File: config.mk
export PLATFORM = sky130hd
export DESIGN_NAME = spi_regslave
export DESIGN_NICKNAME = d
export VERILOG_FILES = /design/src/rtl/spi_regslave_pkg.sv /design/src/rtl/spi_sync.sv /design/src/rtl/spi_mode_gate.sv /design/src/rtl/spi_regfile.sv /design/src/rtl/spi_frame_engine.sv /design/src/rtl/spi_regslave.sv
export SDC_FILE = /design/constraint.sdc
export NUM_CORES = 1
export LEC_CHECK = 0
export BUFFER_PORTS_ARGS = -buffer_cell sky130_fd_sc_hd__buf_2
export CAP_MARGIN = 20
export CORE_MARGIN = 2
export CORE_UTILIZATION = 35
export DETAILED_ROUTE_END_ITERATION = 8
export PLACE_DENSITY = 0.61
export SLEW_MARGIN = 15
export SYNTH_ARGS = -nofsm -noshare
export SYNTH_HDL_FRONTEND = slang
export SYNTH_SLANG_ARGS = --single-unit
File: constraint.sdc
create_clock -name clk -period 4.2 [get_ports clk]
set_input_delay 0.42 -clock clk [delete_from_list [all_inputs] [get_ports clk]]
set_output_delay 0.42 -clock clk [all_outputs]
set_load 0.005 [all_outputs]
File: src/rtl/spi_regslave_pkg.sv
package spi_regslave_pkg;
  localparam int SUB_W  = 16;
  localparam int BYTE_W = 8;

  typedef enum logic [1:0] {
    PH_CHIP,
    PH_SUBHI,
    PH_SUBLO,
    PH_DATA
  } phase_e;
endpackage

File: src/rtl/spi_sync.sv
module spi_sync #(
  parameter int             W      = 3,
  parameter int             STAGES = 2,
  parameter logic [W-1:0]   INIT   = '0
) (
  input  logic         clk,
  input  logic         rst,
  input  logic [W-1:0] din,
  output logic [W-1:0] dout
);
  logic [W-1:0] pipe [STAGES];

  always_ff @(posedge clk) begin
    if (rst) pipe[0] <= INIT;
    else     pipe[0] <= din;
  end

  for (genvar s = 1; s < STAGES; s++) begin : g_stage
    always_ff @(posedge clk) begin
      if (rst) pipe[s] <= INIT;
      else     pipe[s] <= pipe[s-1];
    end
  end

  assign dout = pipe[STAGES-1];
endmodule

File: src/rtl/spi_mode_gate.sv
module spi_mode_gate #(
  parameter int MIN_LOW      = 2,
  parameter int ENTRY_PULSES = 3
) (
  input  logic clk,
  input  logic rst,
  input  logic latch_lvl,
  output logic spi_mode
);
  localparam int LW = $clog2(MIN_LOW + 1);
  localparam int PW = $clog2(ENTRY_PULSES + 1);

  logic [LW-1:0] low_cnt;
  logic [PW-1:0] pulse_cnt;

  always_ff @(posedge clk) begin
    if (rst) begin
      low_cnt   <= '0;
      pulse_cnt <= '0;
      spi_mode  <= 1'b0;
    end else if (!spi_mode) begin
      if (!latch_lvl) begin
        if (low_cnt != LW'(MIN_LOW)) low_cnt <= low_cnt + 1'b1;
      end else begin
        if (low_cnt == LW'(MIN_LOW)) begin
          pulse_cnt <= pulse_cnt + 1'b1;
          if (pulse_cnt == PW'(ENTRY_PULSES - 1)) spi_mode <= 1'b1;
        end
        low_cnt <= '0;
      end
    end
  end
endmodule

File: src/rtl/spi_regfile.sv
module spi_regfile #(
  parameter int DW    = 8,
  parameter int DEPTH = 64,
  localparam int AW   = $clog2(DEPTH)
) (
  input  logic          clk,
  input  logic          we,
  input  logic [AW-1:0] waddr,
  input  logic [DW-1:0] wdata,
  input  logic          re,
  input  logic [AW-1:0] raddr,
  output logic [DW-1:0] rdata
);
  logic [DW-1:0] mem [DEPTH];

  always_ff @(posedge clk) begin
    if (we) mem[waddr] <= wdata;
    if (re) rdata <= mem[raddr];
  end
endmodule

File: src/rtl/spi_frame_engine.sv
module spi_frame_engine
  import spi_regslave_pkg::*;
#(
  parameter int AW = 6
) (
  input  logic              clk,
  input  logic              rst,
  input  logic              spi_mode,
  input  logic              addr_sel,
  input  logic              latch_lvl,
  input  logic              latch_fall,
  input  logic              sclk_rise,
  input  logic              sclk_fall,
  input  logic              sdi_lvl,
  input  logic [BYTE_W-1:0] rdata,
  output logic              we,
  output logic [AW-1:0]     waddr,
  output logic [BYTE_W-1:0] wdata,
  output logic              re,
  output logic [AW-1:0]     raddr,
  output logic              sdo,
  output logic              sdo_en
);
  phase_e            phase;
  logic              active;
  logic              match;
  logic              is_read;
  logic              load_pend;
  logic [2:0]        bit_cnt;
  logic [6:0]        shreg;
  logic [SUB_W-1:0]  sub;
  logic [BYTE_W-1:0] out_byte;

  logic [BYTE_W-1:0] byte_in;
  logic [SUB_W-1:0]  sub_inc;
  logic [SUB_W-1:0]  sub_lo_val;
  logic              byte_done;

  assign byte_in    = {shreg, sdi_lvl};
  assign sub_inc    = sub + 1'b1;
  assign sub_lo_val = {sub[SUB_W-1:8], byte_in};
  assign byte_done  = sclk_rise && (bit_cnt == 3'd7);

  always_ff @(posedge clk) begin
    if (rst) begin
      phase     <= PH_CHIP;
      active    <= 1'b0;
      match     <= 1'b0;
      is_read   <= 1'b0;
      load_pend <= 1'b0;
      bit_cnt   <= '0;
      shreg     <= '0;
      sub       <= '0;
      out_byte  <= '0;
      we        <= 1'b0;
      waddr     <= '0;
      wdata     <= '0;
      re        <= 1'b0;
      raddr     <= '0;
      sdo       <= 1'b0;
      sdo_en    <= 1'b0;
    end else begin
      we        <= 1'b0;
      re        <= 1'b0;
      load_pend <= re;
      if (load_pend) out_byte <= rdata;

      if (latch_fall) begin
        active  <= spi_mode;
        phase   <= PH_CHIP;
        bit_cnt <= '0;
        match   <= 1'b0;
        is_read <= 1'b0;
      end else if (latch_lvl) begin
        active <= 1'b0;
        sdo_en <= 1'b0;
      end else if (active) begin
        if (sclk_rise) begin
          bit_cnt <= bit_cnt + 1'b1;
          shreg   <= byte_in[6:0];
        end
        if (byte_done) begin
          unique case (phase)
            PH_CHIP: begin
              match   <= (byte_in[7:1] == {6'd0, addr_sel});
              is_read <= byte_in[0];
              phase   <= PH_SUBHI;
            end
            PH_SUBHI: begin
              sub[SUB_W-1:8] <= byte_in;
              phase          <= PH_SUBLO;
            end
            PH_SUBLO: begin
              sub   <= sub_lo_val;
              phase <= PH_DATA;
              if (match && is_read) begin
                re    <= 1'b1;
                raddr <= sub_lo_val[AW-1:0];
              end
            end
            PH_DATA: begin
              if (match) begin
                sub <= sub_inc;
                if (is_read) begin
                  re    <= 1'b1;
                  raddr <= sub_inc[AW-1:0];
                end else begin
                  we    <= 1'b1;
                  waddr <= sub[AW-1:0];
                  wdata <= byte_in;
                end
              end
            end
            default: phase <= PH_CHIP;
          endcase
        end
        if (sclk_fall && phase == PH_DATA && match && is_read) begin
          sdo_en <= 1'b1;
          sdo    <= out_byte[~bit_cnt];
        end
      end
    end
  end
endmodule

File: src/rtl/spi_regslave.sv
module spi_regslave
  import spi_regslave_pkg::*;
#(
  parameter int SYNC_STAGES  = 2,
  parameter int MIN_LOW      = 2,
  parameter int ENTRY_PULSES = 3,
  parameter int DEPTH        = 64
) (
  input  logic clk,
  input  logic rst,
  input  logic addr_sel,
  input  logic latch_n,
  input  logic sclk,
  input  logic sdi,
  output logic sdo,
  output logic sdo_en
);
  localparam int AW = $clog2(DEPTH);

  logic [2:0]        sync_out;
  logic              latch_s, sclk_s, sdi_s;
  logic              latch_q, sclk_q;
  logic              latch_fall, sclk_rise, sclk_fall;
  logic              spi_mode;
  logic              reg_we, reg_re;
  logic [AW-1:0]     reg_waddr, reg_raddr;
  logic [BYTE_W-1:0] reg_wdata, reg_rdata;

  spi_sync #(.W(3), .STAGES(SYNC_STAGES), .INIT(3'b100)) u_sync (
    .clk (clk),
    .rst (rst),
    .din ({latch_n, sclk, sdi}),
    .dout(sync_out)
  );

  assign {latch_s, sclk_s, sdi_s} = sync_out;

  always_ff @(posedge clk) begin
    if (rst) begin
      latch_q <= 1'b1;
      sclk_q  <= 1'b0;
    end else begin
      latch_q <= latch_s;
      sclk_q  <= sclk_s;
    end
  end

  assign latch_fall = latch_q & ~latch_s;
  assign sclk_rise  = ~sclk_q & sclk_s;
  assign sclk_fall  = sclk_q & ~sclk_s;

  spi_mode_gate #(.MIN_LOW(MIN_LOW), .ENTRY_PULSES(ENTRY_PULSES)) u_gate (
    .clk      (clk),
    .rst      (rst),
    .latch_lvl(latch_s),
    .spi_mode (spi_mode)
  );

  spi_frame_engine #(.AW(AW)) u_engine (
    .clk       (clk),
    .rst       (rst),
    .spi_mode  (spi_mode),
    .addr_sel  (addr_sel),
    .latch_lvl (latch_s),
    .latch_fall(latch_fall),
    .sclk_rise (sclk_rise),
    .sclk_fall (sclk_fall),
    .sdi_lvl   (sdi_s),
    .rdata     (reg_rdata),
    .we        (reg_we),
    .waddr     (reg_waddr),
    .wdata     (reg_wdata),
    .re        (reg_re),
    .raddr     (reg_raddr),
    .sdo       (sdo),
    .sdo_en    (sdo_en)
  );

  spi_regfile #(.DW(BYTE_W), .DEPTH(DEPTH)) u_mem (
    .clk  (clk),
    .we   (reg_we),
    .waddr(reg_waddr),
    .wdata(reg_wdata),
    .re   (reg_re),
    .raddr(reg_raddr),
    .rdata(reg_rdata)
  );
endmodule

# Yosys cells after proc, flatten, opt, wreduce, memory -nomap -nowiden
# Memory sizes are Yosys's and may differ from the RTL's. A register that Yosys moved wholly into a read port is not among the register bits.
# Index checks and enable logic that the tools add are counted.
# word_totals
register_bits	71
out_inout_bits	2
inputBits	6
mem_count	2
ramBits	518
elab_cells	117
# memory_table
name	words	width	rd	rd_ports_with_merged_regs	wr	line	source
u_mem.mem	64	8	1	1	1	spi_regfile.sv:14	logic [DW-1:0] mem [DEPTH];
u_sync.pipe	2	3	2	0	2	spi_sync.sv:11	logic [W-1:0] pipe [STAGES];
# op_classes
magnitude_cmp	1
eq_ne	11
n_reduce_logical	28
add_sub_neg	4
bitwise	16
mux	33
# ops
cell	count
$pmux 8 s2	2
$mux 1	19
$mux 6	3
$add 16x1->16 const B	1
$mux 16	1
$reduce_and 4->1	4
$pmux 6 s2	1
$reduce_and 6->1	2
$reduce_bool 2->1	6
$not 1->1	10
$reduce_and 3->1	3
$eq 2x2->1 const B	4
$reduce_and 8->1	1
$eq 7x1->1	1
$reduce_and 7->1	1
$reduce_or 7->1	1
$mux 3	2
$ne 2x1->1 const B	3
$pmux 2 s3	1
$logic_and 1x1->1	5
$reduce_or 5->1	1
$add 2x1->2 const B	2
$lt 3x4->1 const B	1
$mux 2	2
13 further kinds	16

# Depth between registers and ports, before layout
# Gate-level depths: netlist of run 1.
# logic_depth
depth_word	8
ltp_mapped	9
mapped_depth_nobuf	7

# Hierarchy
# A second synthesis of run 1 with hierarchy kept.
# hier_totals
hier_cells	1260
hier_area_um2	23034.6
# modules_own_cells
mod	area_per_inst_um2	instances	cells_each
spi_regfile	20270.7	1	972
spi_frame_engine	2314.7	1	246
spi_mode_gate	220.2	1	23
spi_sync	157.7	1	12
spi_regslave	71.3	1	7

# Least setup slack after synthesis of run 1
# No wires, ideal clock.
# synth_path
path_type	register -> register
startpoint	register u_engine.waddr[5]
endpoint	memory u_mem.mem[40][0] (enable)
required_time_ns	3.817
stages_incl_launch_ff	5
path_buffers	1
setup_slack_ns	2.146
synth_period_minus_slack_ns	2.054
arrival_ns	1.671
path_cell_list	dfxtp_1 clkbuf_1 nand4b_1 or2_2 nor3_1
# synth_rtl
item	line	source
start, declared	spi_frame_engine.sv:17	output logic [AW-1:0] waddr,
start signal, assigned	spi_frame_engine.sv:109	waddr <= sub[AW-1:0];
end, declared	spi_regfile.sv:14	
# Straight into the memory's write port.

==> metrics.md, run 1 <==
| Metric | Value |
|---|---|
| Outcome | finished clean |
| WL met2 | 23.9 mm |
| Wl on met1 | about 22 mm |
| Post-synthesis sequential area ratio | 73.7% |
| Port Buffers | 7 |
| # diodes | 0 |
| Sw Ratio | a little under a fifth |
| Cells on worst reg2reg path | 6 |
| Setup TNS | 0 ns |
| Ports | 8 |
| Final Max Tran Viols | 0 |
| Area grow syn2layout | 12.5% |
| Syn avg cell area | 18.4 um2 |
| Initial antenna violation count | 0 |
| Leak | about 0.008 uW |
| Slew @ Worst Pin | 1.08 ns |
| Post-Syn Area | 23000 um2 |
| RSZ-0062 raised after global routing | no |
| Reg2reg start | u_engine.raddr[0] |
| Crit path max fanout | 39 |
| WHS Endpoint | u_sync.pipe[0][0] |
| F_max | 348 MHz |
| Internal Power | 9130 uW |
| Top-area cell type share of the netlist area | 67.9% |
| Clock buffer depth | 3 |
| CTS root buffer | clkbuf_16 |
| Hold crit path type | in2reg |
| Via count | 11300 |
| Crit Path Class | reg2reg |
| Row Count | between 90 and 100 |
| Yosys cell types | 58 |
| VDD IR-drop max | 0.000280 V |
| Total CTS buffers | 57 |
| P_sw | about 2200 uW |
| Largest family of logic cells by synthesized area | multiplexers |
| WL met3 | 2.82 mm |
| Post-Place Worst Slack | ~1.3 ns |
| Die Wd | 260 um |
| 1st-iter DRT viols | 950 |
| CTS clk-pin slew, worst paths | roughly 0.06 ns |
| Vias in the first global route | 11800 |
| Initial Utilization | 35.6% |
| Detailed placer's ending HPWL | 31.5 mm |
| DR WL/cell | 22.9 um |
| Reg2reg end | u_mem.rdata[4] |
| Chip height | 260 um |
| Critical path arrival | roughly 3.2 ns |
| First-pass GRT wire length | 75.8 mm |
| Synth area leaders | edfxtp_1 68%, mux4_2 11%, dfxtp_1 5.8%, mux2i_1 3.6%, nor2_1 2.0% |
| Die area | 67800 um2 |
| Fin crit share | 68.5% |
| Ys async rst share | 0% |
| TritonCTS clock tree | built |
| H-Tree Depth | 2 |
| Synth Warn # | 0 |
| Rel. slew slack | 28.1% |
| PostCTS Resize Cnt | 0 |
| Area after DPL | roughly 24000 um2 |
| Simple-gate portion of the synthesized area | under 10% |
| Synth Flop Type | edfxtp_1 |
| Cell area power density | ~440 nW/um2 |
| Most frequent cell after synthesis | edfxtp_1 |
| GRT Util Overall | 15.0% |
| Synth Area in XOR/XNOR | 0.228% |
| Design Area, Final | between 20000 and 30000 um2 |
| Antenna viol nets, final | 0 |
| Logic gate share of total power | less than 1% |
| Worst R2R Setup Slack | 1.32 ns |
| Number of vias per cell | between 5 and 6 |
| Cell count after synthesis | roughly 1200 |
| First-pass detailed-route iteration total | 5 |
| DRC Markers | 0 |
| Placed Cells | 2059 |
| Post-layout util | 40.0% |
| Post-synthesis mux area share | 15.4% |
| Worst hold start | sdi |
| Power share of the sequential group | 55.4% |
| Synthesized Nets | 1263 |
| Placer Congestion | 0.815 |
| Final setup fails | 0 |
| Worst setup SP type | flop |
| Number of flops mapped to enable cells by yosys | 520 |
| Highest metal layer with signal wires | met4 |
| Post-synth top cells | 520 x edfxtp_1, 121 x nor2_1, 115 x mux4_2 |
| Largest area contributor in the netlist | edfxtp_1 |
| Core Area | 64700 um2 |
| Max-cap violations | 0 |
| Synth Area in Adders | less than 1% |
| Worst hold path depth | 2 |
| PnR worst setup slack | 1.32 ns |
| Largest net degree at the start of global routing | 66 |
| Final min period | around 2.9 ns |
| Worst skew pair latency | ~0.62 ns |
| Post-Route WL | about 50 mm |
| Seq cells post-synth | 587 |
| Worst path required time | 4.56 ns |
| Share of cells above drive strength 1 | 20.2% |
| Final nets | 1280 |
| Gr ovfl total | 0 |
| Clk_skew | 0.0235 ns |
| Post-Layout Cell Count | 2167 |
| Clock Sink Count | 587 |
| Final Hold Fails | 0 |
| Critical Path End Type | flop |
| Complex-gate fraction of the synthesized area | 3.52% |
| Clock share of power | between 40% and 50% |
[cell usage in the layout, fill, tap and decap left out, types with 4 or more instances in the layout]
cell       instances
mux2i_1           82
a221o_1            7
ha_1              10
edfxtp_1         520
nor2b_1           13
mux4_2           115
o22a_1             7
buf_12             8
bufinv_16          6
o21ai_1           14
dfxtp_2           10
clkbuf_16         57
a22o_1             7
o22ai_1            8
buf_4             16
o32a_1             8
or2_2              6
inv_1              6
clkinv_2          10
clkbuf_1          12
a211oi_1          10
or3_1              4
buf_2              7
nand2_1           45
mux2_2            11
nor2_1           121
nand3_1           18
a32oi_1            8
dfxtp_1           55
o211ai_1           7
clkinv_1          14
a21oi_1           27
[cell families after synthesis]
kind of cell,after synthesis
flops,587
simple gates,240
compound gates,115
xor+xnor,6
mux,208
fa+ha+maj,10
buf+inv,81
[sequential cells by signal (all words and copies together) (netlist names), 2 cells and up]
name and count:
u_engine.sub 6, u_engine.bit_cnt 3, u_sync.pipe 6, u_engine.raddr 6
u_engine.phase 2, u_gate.low_cnt 2, u_gate.pulse_cnt 2, u_mem.rdata 8
u_mem.mem 512, u_engine.waddr 6, u_engine.shreg 7, u_engine.out_byte 8
u_engine.wdata 8
[area by class of cell]
cell class	count	area, um2
fillers	5814	38800
flip-flops and latches	587	17000
multi-input cells	579	5650
clock buffers	69	1470
well taps	855	1070
clock inverters	38	353
repair buffers	32	325
inverters	7	26.3
[through the flow]
stage	total power (uW)	hold WS (ns)
CTS	11400	0.0159
detailed placement	6410	0.405
global placement	6400	0.401
finish	11300	0.0385
floorplan	6400	0.389
global route	11600	0.0257
[power groups by stage]
stage	Sequential, uW	Combinational, uW	Clock (uW)
2_1_floorplan	6380	15.3	0
3_3_place_gp	6380	20.0	0
3_5_place_dp	6380	20.7	0
4_1_cts	6260	21.5	5130
5_1_grt	6260	23.4	5350
6_report	6260	21.1	5010
[repair_timing]
action	in CTS	in global routing
setup buffers	0	0
hold endpoints to repair	1	0
hold buffers	1	0
[worst max-delay path, stage by stage, from the launching register on]
cell     delay, ns
dfxtp_4       0.87
buf_12        0.34
mux4_2        0.56
mux2i_1       0.31
a32oi_1       0.20
nand2_1       0.20
o21ai_1       0.09
[layer usage]
layer  vias up  GRT usage, %
li1       5027             -
met1      5915          20.0
met2       315          24.5
met3        82          3.28
met4         0          4.60
met5         -             0
[worst max-delay path by stage]
stage                            startpoint                to  slack (ns)  cells after the start
after floorplan           u_engine.waddr[5]  u_mem.mem[40][0]        2.15                      4
after global placement    u_engine.raddr[0]    u_mem.rdata[4]        1.31                      6
after detailed placement  u_engine.raddr[0]    u_mem.rdata[4]        1.28                      6
after CTS                 u_engine.raddr[0]    u_mem.rdata[4]        1.27                      6
after global routing      u_engine.raddr[0]    u_mem.rdata[4]        1.16                      6
final                     u_engine.raddr[0]    u_mem.rdata[4]        1.32                      6
No activity file was read; power rests on OpenSTA's default activity.
==> inputs of run 2 (changes only) <==
==> constraint.sdc (replaced) <==
create_clock -name clk -period 2.85 [get_ports clk]
set_input_delay 0.285 -clock clk [delete_from_list [all_inputs] [get_ports clk]]
set_output_delay 0.285 -clock clk [all_outputs]
set_load 0.005 [all_outputs]
==> run 2 against run 1 <==
Flip-flop and latch count unchanged. Sequential share of layout area decreased by 1.4 points. Largest cell class unchanged. Die area stayed put. Final cell count increased by 3.2%. Worst hold slack gained 0.12 ns. Largest power group unchanged. Highest routed layer unchanged. Total power is 49% higher.
==> metrics.md, run 2 (synthesis results as in run 1) <==
| Metric | Value |
|---|---|
| DRC Markers | 0 (unchanged) |
| Slew @ Worst Pin | 1.10 ns (+0.0252 ns) |
| P_sw | 3200 uW (+48%) |
| Clock buffer depth | 3 (unchanged) |
| Post-Route WL | 51.9 mm (+4.6%) |
| Fillers | 5782 (-0.55%) |
| H-Tree Depth | 2 (unchanged) |
| RSZ-0062 raised after global routing | no |
| Cells on worst reg2reg path | 6 (unchanged) |
| Most common cell after layout, fill and taps aside | edfxtp_1 |
| Die area | 67800 um2 (unchanged) |
| F_max | 396 MHz (+14%) |
| Initial Utilization | 35.6% (unchanged) |
| Row Count | 93 (unchanged) |
| Most frequent cells in the layout | 520 x edfxtp_1, 121 x nor2_1, 115 x mux4_2, 84 x buf_4, 82 x mux2i_1 |
| Antenna viol nets, final | 0 (unchanged) |
| Max FFs per register | 512 (unchanged) |
| Leak | 0.00846 uW (+5.3%) |
| Crit path max fanout | 36 (-7.7%) |
| Vias in the first global route | 12000 (+1.6%) |
| Die Wd | 260 um (unchanged) |
| Hold crit path type | in2reg |
| CTS clk-pin slew, worst paths | 0.06 ns (about the same) |
| Reg2reg start | u_engine.raddr[0] |
| Placer Congestion | 0.785 (-3.8%) |
| Cell area power density | 636 nW/um2 (+46%) |
| Design Area, Final | 26400 um2 (+2.2%) |
| Via count | 11800 (+3.7%) |
| Most flops, register | u_mem.mem |
| Sw Ratio | 19.0% (-0.14 points) |
| VDD IR-drop max | 0.000453 V (+62%) |
| Power share of the sequential group | 54.8% (-0.6 points) |
| First-pass detailed-route iteration total | 5 (unchanged) |
| Clock Sink Count | 587 (unchanged) |
| Hold Buf Count CTS | 3 (+2) |
| Rel. slew slack | 26.4% (-1.7 points) |
| Share of cells above drive strength 1 | 24.4% (+4.2 points) |
| Outcome | finished clean |
| Gr ovfl total | 0 (unchanged) |
| GRT Util Overall | 15.5% (+0.54 points) |
| Worst path required time | 3.20 ns (-1.36 ns) |
| TritonCTS clock tree | built |
| Worst hold start | addr_sel |
| Area grow syn2layout | 15.0% |
| Chip height | 260 um (unchanged) |
| Clock share of power | 45.0% (+0.6 points) |
| Clk_skew | 0.0126 ns (-0.0109 ns) |
| Postcts setup bufs | 0 (unchanged) |
| PostCTS Resize Cnt | 0 (unchanged) |
| Final nets | 1349 (+5.4%) |
| Largest net degree at the start of global routing | 66 (unchanged) |
| Detailed placer's ending HPWL | 32.3 mm (+2.6%) |
| Internal Power | 13600 uW (+49%) |
| Final min period | 2.53 ns (-0.351 ns) |
| Setup crit start | u_engine.raddr[0] |
| Port Buffers | 7 (unchanged) |
| Total CTS buffers | 57 (unchanged) |
| Number of vias per cell | 5.26 (+0.45%) |
| Initial antenna violation count | 2 (+2) |
| Ports | 8 (unchanged) |
| Critical Path End Type | flop |
| Final Hold Fails | 0 (unchanged) |
| Logic gate share of total power | 0.2% (about the same) |
| Final Max Tran Viols | 0 (unchanged) |
| Critical path arrival | 2.88 ns (-0.36 ns) |
| Area after DPL | 24500 um2 (+2.0%) |
| Final setup fails | 0 (unchanged) |
| Setup TNS | 0 ns (unchanged) |
| Crit Path Class | reg2reg |
| 1st-iter DRT viols | 1046 (+10%) |
| Worst skew pair latency | 0.61 ns (about the same) |
| Worst hold path depth | 6 (+4) |
| Fin crit share | 88.6% (+20 points) |
| Max-cap violations | 0 (unchanged) |
| Core Area | 64700 um2 (unchanged) |
| First-pass GRT wire length | 78.0 mm (+2.9%) |
| DR WL/cell | 23.2 um (+1.3%) |
| Worst setup SP type | flop |
| CTS root buffer | clkbuf_16 |
[run 2: cell count changes in the layout (fill, tap and decap cells not counted), sizes merged]
cell / previous run / this run
buf: 31 / 98
bufinv: 6 / 5
diode: 0 / 2
clkinvlp: 5 / 0
clkinv: 24 / 21
dlygate4sd3: 1 / 3
clkbuf: 69 / 77
[run 2: metrics by stage]
step / worst slack [ns] / instances / power (uW) / hold slack, ns / util [%]
2_1_floorplan: 0.796 / 1247 / 9430 / 0.389 / -
3_3_place_gp: 0.277 / 2126 / 9440 / 0.396 / 37.9
3_5_place_dp: 0.262 / 2126 / 9440 / 0.396 / 37.9
4_1_cts: 0.254 / 2235 / 17000 / 0.131 / 40.9
5_1_grt: 0.124 / 2235 / 17300 / 0.167 / 40.9
6_report: 0.324 / 2237 / 16800 / 0.155 / 40.9
[run 2: final cells by class]
class	instances	area [um2]	area share, %
Tap cell	855	1070	4.04
Timing Repair Buffer	101	836	3.16
Antenna cell	2	5.00	0.0189
Inverter	7	26.3	0.0993
Sequential cell	587	17000	64.2
Clock buffer	77	1600	6.06
Multi-Input combinational cell	579	5650	21.4
Clock inverter	29	279	1.05
[run 2: critical path, cell delays in order (launching register included)]
cell      delay [ns]
dfxtp_4         0.68
buf_12          0.35
mux4_2          0.58
o22ai_1         0.27
a211oi_1        0.09
nand2_1         0.16
o21ai_1         0.09
[run 2: power groups by stage]
stage               clock network (uW)  registers (uW)  logic, uW
detailed placement                   0            9410       32.5
CTS                               7730            9220       35.9
global route                      8070            9220       39.0
floorplan                            0            9410       22.6
finish                            7570            9220       35.2
global placement                     0            9410       31.5
[run 2: routing by layer]
layer  global-route usage, %  vias to the layer above  wire (um)
li1                        -                     5170          -
met1                    21.9                     6212      23400
met2                    24.7                      303      24800
met3                    2.55                       73       2640
met4                    4.78                        0       1110
met5                       0                        -          0
[run 2: final timing paths]
path | slack (ns) | endpoint
worst min register to register | 0.41 | u_sync.pipe[1][2]
worst max-delay path | 0.32 | u_mem.rdata[0]
worst max register to register | 0.32 | u_mem.rdata[0]
worst min-delay path | 0.15 | u_engine.match
